--- config.mk ---
export PLATFORM = sky130hd
export DESIGN_NAME = adc_serial_ctrl
export DESIGN_NICKNAME = d
export VERILOG_FILES = /design/src/rtl/adc_serial_ctrl.sv
export SDC_FILE = /design/constraint.sdc
export NUM_CORES = 1
export LEC_CHECK = 0
export BUFFER_PORTS_ARGS = -buffer_cell sky130_fd_sc_hd__buf_2
export CORE_ASPECT_RATIO = 0.6
export CORE_MARGIN = 8
export CORE_UTILIZATION = 50
export CTS_BUF_LIST = sky130_fd_sc_hd__clkbuf_4 sky130_fd_sc_hd__clkbuf_8
export DETAILED_ROUTE_END_ITERATION = 7
export GPL_TIMING_DRIVEN = 0
export PLACE_DENSITY = 0.84
export SYNTH_ARGS = -nofsm -noshare
export SYNTH_HDL_FRONTEND = slang
export SYNTH_SLANG_ARGS = --single-unit
--- constraint.sdc ---
create_clock -name sclk -period 2.8 [get_ports sclk]
set_clock_uncertainty 0.15 [all_clocks]
set_input_delay 0.42 -clock sclk [delete_from_list [all_inputs] [get_ports sclk]]
set_output_delay 0.42 -clock sclk [all_outputs]
set_load 0.02 [all_outputs]
--- src/rtl/adc_serial_ctrl.sv ---
module adc_serial_ctrl #(
  parameter int DATA_W = 12
) (
  input  logic              rst_n,
  input  logic              cs_n,
  input  logic              sclk,
  input  logic              din,
  input  logic [DATA_W-1:0] conv_data,
  output logic              dout,
  output logic              dout_oe,
  output logic              sampling,
  output logic              pwr_down,
  output logic [1:0]        pos_sel,
  output logic [1:0]        neg_sel,
  output logic              neg_gnd
);
  localparam int CFG_N    = 4;
  localparam int LAST_MSB = CFG_N + DATA_W;
  localparam int LAST_LSB = CFG_N + 2 * DATA_W - 1;
  localparam int SAT      = LAST_LSB + 1;
  localparam int CW       = $clog2(SAT + 1);
  localparam int IW       = $clog2(DATA_W);

  localparam logic [CW-1:0] C_ODD   = CW'(2);
  localparam logic [CW-1:0] C_PS    = CW'(3);
  localparam logic [CW-1:0] C_CFG   = CW'(CFG_N);
  localparam logic [CW-1:0] C_FIRST = CW'(CFG_N + 1);
  localparam logic [CW-1:0] C_LMSB  = CW'(LAST_MSB);
  localparam logic [CW-1:0] C_LLSB  = CW'(LAST_LSB);
  localparam logic [CW-1:0] C_SAT   = CW'(SAT);

  logic              started;
  logic [CW-1:0]     cnt;
  logic              sgl_q, odd_q, msbf_q, ps_q;
  logic              oe_q, dout_q, hold_q, pd_q;
  logic [DATA_W-1:0] res_q;
  logic              bit_nx;

  always_ff @(posedge sclk or posedge cs_n) begin
    if (cs_n) begin
      started <= 1'b0;
      cnt     <= '0;
      sgl_q   <= 1'b0;
      odd_q   <= 1'b0;
      msbf_q  <= 1'b0;
      ps_q    <= 1'b0;
    end else if (!started) begin
      started <= din;
    end else if (cnt < C_CFG) begin
      case (cnt)
        CW'(0):  sgl_q  <= din;
        CW'(1):  odd_q  <= din;
        C_ODD:   msbf_q <= din;
        default: ps_q   <= din;
      endcase
      cnt <= cnt + CW'(1);
    end else if (cnt < C_SAT) begin
      cnt <= cnt + CW'(1);
    end
  end

  always_ff @(posedge sclk or negedge rst_n) begin
    if (!rst_n)
      pd_q <= 1'b0;
    else if (!cs_n) begin
      if (!started)
        pd_q <= 1'b0;
      else if (cnt == C_PS)
        pd_q <= ~din;
    end
  end

  always_comb begin
    bit_nx = 1'b0;
    if (cnt >= C_FIRST && cnt <= C_LMSB)
      bit_nx = ps_q ? res_q[IW'(C_LMSB - cnt)] : 1'b1;
    else if (cnt > C_LMSB && cnt <= C_LLSB)
      bit_nx = ps_q & ~msbf_q & res_q[IW'(cnt - C_LMSB)];
  end

  always_ff @(negedge sclk or posedge cs_n) begin
    if (cs_n) begin
      oe_q   <= 1'b0;
      dout_q <= 1'b0;
      hold_q <= 1'b0;
      res_q  <= '0;
    end else if (started && cnt >= C_CFG) begin
      oe_q   <= 1'b1;
      dout_q <= bit_nx;
      if (cnt == C_CFG) begin
        hold_q <= 1'b1;
        res_q  <= conv_data;
      end
    end
  end

  wire mux_ok = started && cnt >= C_ODD;

  assign dout     = dout_q;
  assign dout_oe  = oe_q;
  assign sampling = mux_ok && !hold_q;
  assign pwr_down = pd_q;
  assign pos_sel  = mux_ok ? {odd_q, ~odd_q} : 2'b00;
  assign neg_sel  = (mux_ok && !sgl_q) ? {~odd_q, odd_q} : 2'b00;
  assign neg_gnd  = mux_ok && sgl_q;
endmodule

; ---- Word level (Yosys, flattened, before mapping)
; Cells that the tools add are included.
[totals]
reg_bits = 26
latchBits = 0
ram_bits = 0
mem_bits_ro = 0
inputBits = 16
output_inout_bits = 9
elab_cells = 69
mem_count = 0
[op_classes]
add_sub_neg = 3
n_mul = 0
n_div = 0
magnitude_cmp = 10
n_eq_ne = 5
shift = 0
muxes = 14
n_bitwise = 7
n_reduce_logical = 19
[ops]
columns = cell, count
row1 = AND reduction 3 bit, 4
row2 = "== test 5 x 2 -> 1 bit, second input constant", 2
row3 = ">= comparator 5 x 3 -> 1 bit, second input constant", 2
row4 = "<= comparator 5 bit, second input constant", 2
row5 = "less-than comparator 4 x 5 -> 1 bit, second input constant", 2
row6 = two-way mux 5 bit, 2
row7 = binary-select mux 1 bit (select 4 bit), 2
row8 = two-way mux 1 bit, 8
row9 = logical AND 1 bit, 7
row10 = AND reduction 2 bit, 3
row11 = "adder 5 x 1 -> 5 bit, second input constant", 1
row12 = "== test 5 x 1 -> 1 bit, second input constant", 1
row13 = "== test 5 x 3 -> 1 bit, second input constant", 1
row14 = ">= comparator 5 x 2 -> 1 bit, second input constant", 1
row15 = "> comparator 5 bit, second input constant", 1
row16 = logical NOT 5 bit, 1
row17 = "less-than comparator 5 x 3 -> 1 bit, second input constant", 1
row18 = "less-than comparator 5 bit, second input constant", 1
row19 = NOT 1 bit, 5
row20 = two-way mux 2 bit, 2
row21 = "subtractor 1 x 4 -> 4 bit, first input constant", 1
row22 = "subtractor 4 x 1 -> 4 bit, second input constant", 1
row23 = OR reduction 3 bit, 1
row24 = bitwise AND 1 bit, 2
row25 = other kinds (3), 4

; ---- Logic depth before layout (Yosys ltp)
[depth]
depth_word = 6
ltp_mapped = 9
depth_no_buf = 7

==> results.sh <==
export IMPL_fillers=212
export IMPL_initial_utilization_pct=52.6
export IMPL_seq_area_frac_synth_pct=43.1
export IMPL_syn_area_per_cell_um2=10.9
export IMPL_synth_cells=139
export IMPL_clkSinkCount=26
export IMPL_io_pins=25
export IMPL_cts_tree="built"
export IMPL_drive_gt1_share_pct=45.3
export IMPL_worstPathMaxFanout=6
export IMPL_slew_violations=0
export IMPL_track_usage_pct=15.7
export IMPL_clock_latency_ps=270
export IMPL_netlist_area_mm2=0.00151
export IMPL_violations="negative setup slack"
export IMPL_hold_viol=0
export IMPL_cts_buffers=3
export IMPL_status="finished, violations left"
export IMPL_path_cells="buf_6 > buf_8 > inv_4 > ha_4 > or3b_4 > o211ai_1 > a211oi_2 > nand3_1 > a31oi_1"
export IMPL_yosys_warnings=0
export IMPL_gr_total_overflow=0
export IMPL_synth_seq_cells=26
export IMPL_vias_per_cell=5.58
export IMPL_drtIter0Drc=149
export IMPL_post_route_drc_count=0
export IMPL_fin_ws_ps=-669
export IMPL_synthFlopType="dfrtn_1"
export IMPL_dp_hpwl_mm=2.75
export IMPL_path_clk_slew_ps=90
export IMPL_rows=15
export IMPL_setup_viol=16
export IMPL_p_per_area_mw_per_mm2=1010
export IMPL_worstSetupEndpointType="flip-flop"
export IMPL_synth_top_cell_by_area="dfrtn_1"
export IMPL_startpoint="cnt[0]$_DFFE_PP0P_"
export IMPL_postRouteAntennaNets=0
export IMPL_arrival_ps=2050
export IMPL_worst_slew_pin_slew_ps=934
export IMPL_antenna_found_initial=0
export IMPL_critPathTopFamily="simple AND/OR/NAND/NOR gates"
export IMPL_dieArea_mm2=0.00509
export IMPL_maxSlewHeadroom_pct=37.7
export IMPL_n_antenna_cell=0
export IMPL_core_area_mm2=0.00287
export IMPL_syn_to_final_growth_pct=30.7
export IMPL_yosysUniqueCellTypes=41
export IMPL_nets=201
export IMPL_wire_per_inst_um=17.7
export IMPL_dp_cells=205
export IMPL_p_leak_nw=0.906
export IMPL_drtPass1Iterations=4
export IMPL_cp_required_ps=1380
export IMPL_hold_path_class="in2async"
export IMPL_htree_levels=1
export IMPL_utilization_pct=68.8
export IMPL_rsz0062_at_grt="yes"
export IMPL_num_vias=1245
export IMPL_synth_commonest_cells="mux2_2, dfrtn_1, dfrtp_1"
export IMPL_cts_max_path_buffers=2
export IMPL_r2r_start="cnt[0]$_DFFE_PP0P_"
export IMPL_die_height_um=58.6
export IMPL_synth_edf_count=0
export IMPL_synthArstFlopShare_pct=100
export IMPL_grt_pass1_wl_mm=6.17
export IMPL_r2r_setup_slack_ps=-670
export IMPL_worstSetupStartpointType="flip-flop"
export IMPL_cp_slowest_cell="dfrtp_1"
export IMPL_irDropWorstVdd_mv=0.542
export IMPL_criticalPathCategory="reg2reg"
export IMPL_hold_slack_ps=209
export IMPL_maxCapViolCount=0
export IMPL_max_stage_delay_ps=380
export IMPL_worst_path_buf_inv=3
export IMPL_grt_pass1_vias=1263
export IMPL_grt_max_degree=26
export IMPL_yosysMostFrequentCell="mux2_2"
export IMPL_synthesis_nets=158
export IMPL_portBuffers=24
export IMPL_synth_top_cell_area_share_pct=24.9
export IMPL_cts_root_buffer_cell="clkbuf_8"
export IMPL_die_w_um=87.0
export IMPL_yosys_top_cells_area="dfrtn_1, dfrtp_1, mux2_2"
export IMPL_final_cells=223
export IMPL_gp_congestion=0.949
export IMPL_wirelength_mm=3.94
## cell type report
| cell class | instances | area (µm²) | area share, % |
|---|---|---|---|
| tap | 42 | 52.6 | 2.66 |
| inverter | 10 | 40.0 | 2.03 |
| sequential | 26 | 654 | 33.1 |
| buffer | 7 | 61.3 | 3.11 |
| multi-input combinational | 93 | 835 | 42.3 |
| clock buffer | 4 | 55.1 | 2.79 |
| timing repair buffer | 41 | 277 | 14.0 |
## cell families (layout without fill, tap and decap cells)
logic type	Yosys count	in the layout	synth area share, %
multiplexers	23	23	21.0
buffers and inverters	20	62	6.46
AND/OR/NAND/NOR	39	39	14.7
flip-flops	26	26	43.1
adder cells (fa/ha/maj)	3	3	2.49
AO/OA/AOI/OAI	26	26	11.1
XOR/XNOR	2	2	1.16
## metrics by stage
step / setup TNS [ps] / setup slack, ps / power [mW] / area [µm²]
2_1_floorplan: -6340 / -560 / 1.33 / 1600
3_5_place_dp: -8190 / -808 / 1.58 / 1770
5_1_grt: -9050 / -749 / 2.09 / 1970
4_1_cts: -8230 / -638 / 1.92 / 1950
6_report: -8520 / -669 / 1.99 / 1970
3_3_place_gp: -7860 / -682 / 1.52 / 1770
## cell usage in the layout, fill, tap and decap left out, drive strengths merged, types with 5 or more instances in the layout
| master | count |
|---|---|
| a21oi | 5 |
| dfrtn | 15 |
| buf | 45 |
| nor3 | 6 |
| nor2 | 7 |
| clkbuf | 6 |
| dfrtp | 11 |
| o21ai | 8 |
| mux2 | 18 |
| nand2 | 10 |
| inv | 10 |
## layer usage
layer,share of wire [%],up-vias,global-route usage (%),wire (µm)
li1,-,588,-,-
met1,44,598,20.0,1750
met2,46,53,25.5,1830
met3,8.2,6,4.99,322
met4,0.89,0,3.41,35
met5,0,-,0,0
## where the power goes
group	total [mW]	internal [mW]	switching, mW	leakage, nW
registers	0.657	0.530	0.127	0.297
clock network	0.244	0.126	0.118	0.0288
logic	1.08	0.582	0.503	0.581
total	1.99	1.24	0.748	0.906
## sequential cells by signal (all words and copies together), names as in the netlist
| name | cells |
|---|---|
| started | 1 |
| odd_q | 1 |
| ps_q | 1 |
| res_q | 12 |
| hold_q | 1 |
| dout | 1 |
| cnt | 5 |
| sgl_q | 1 |
| pwr_down | 1 |
| msbf_q | 1 |
| dout_oe | 1 |
## path summary, 6_finish.rpt
kind | depth (start not counted) | end
max | 9 | dout$_DFFE_NP0P_
min | 2 | cnt[4]$_DFFE_PP0P_
max reg2reg | 9 | dout$_DFFE_NP0P_
min reg2reg | 1 | hold_q$_DFFE_NP0P_
max in group asynchronous | 2 | res_q[11]$_DFFE_NP0P_
min in group sclk | 2 | pwr_down$_DFFE_PN0P_
## timing repair
| action | in CTS | in global routing |
|---|---|---|
| endpoints found under the setup margin | 18 | 18 |
| resized for setup | 12 | 6 |
| pin swaps | 4 | 3 |
| gates cloned | 0 | 1 |
| setup buffers | 13 | 2 |
| hold buffers | 1 | 0 |
| hold endpoints to repair | 1 | 0 |
Power figures use the tool's default switching activity.
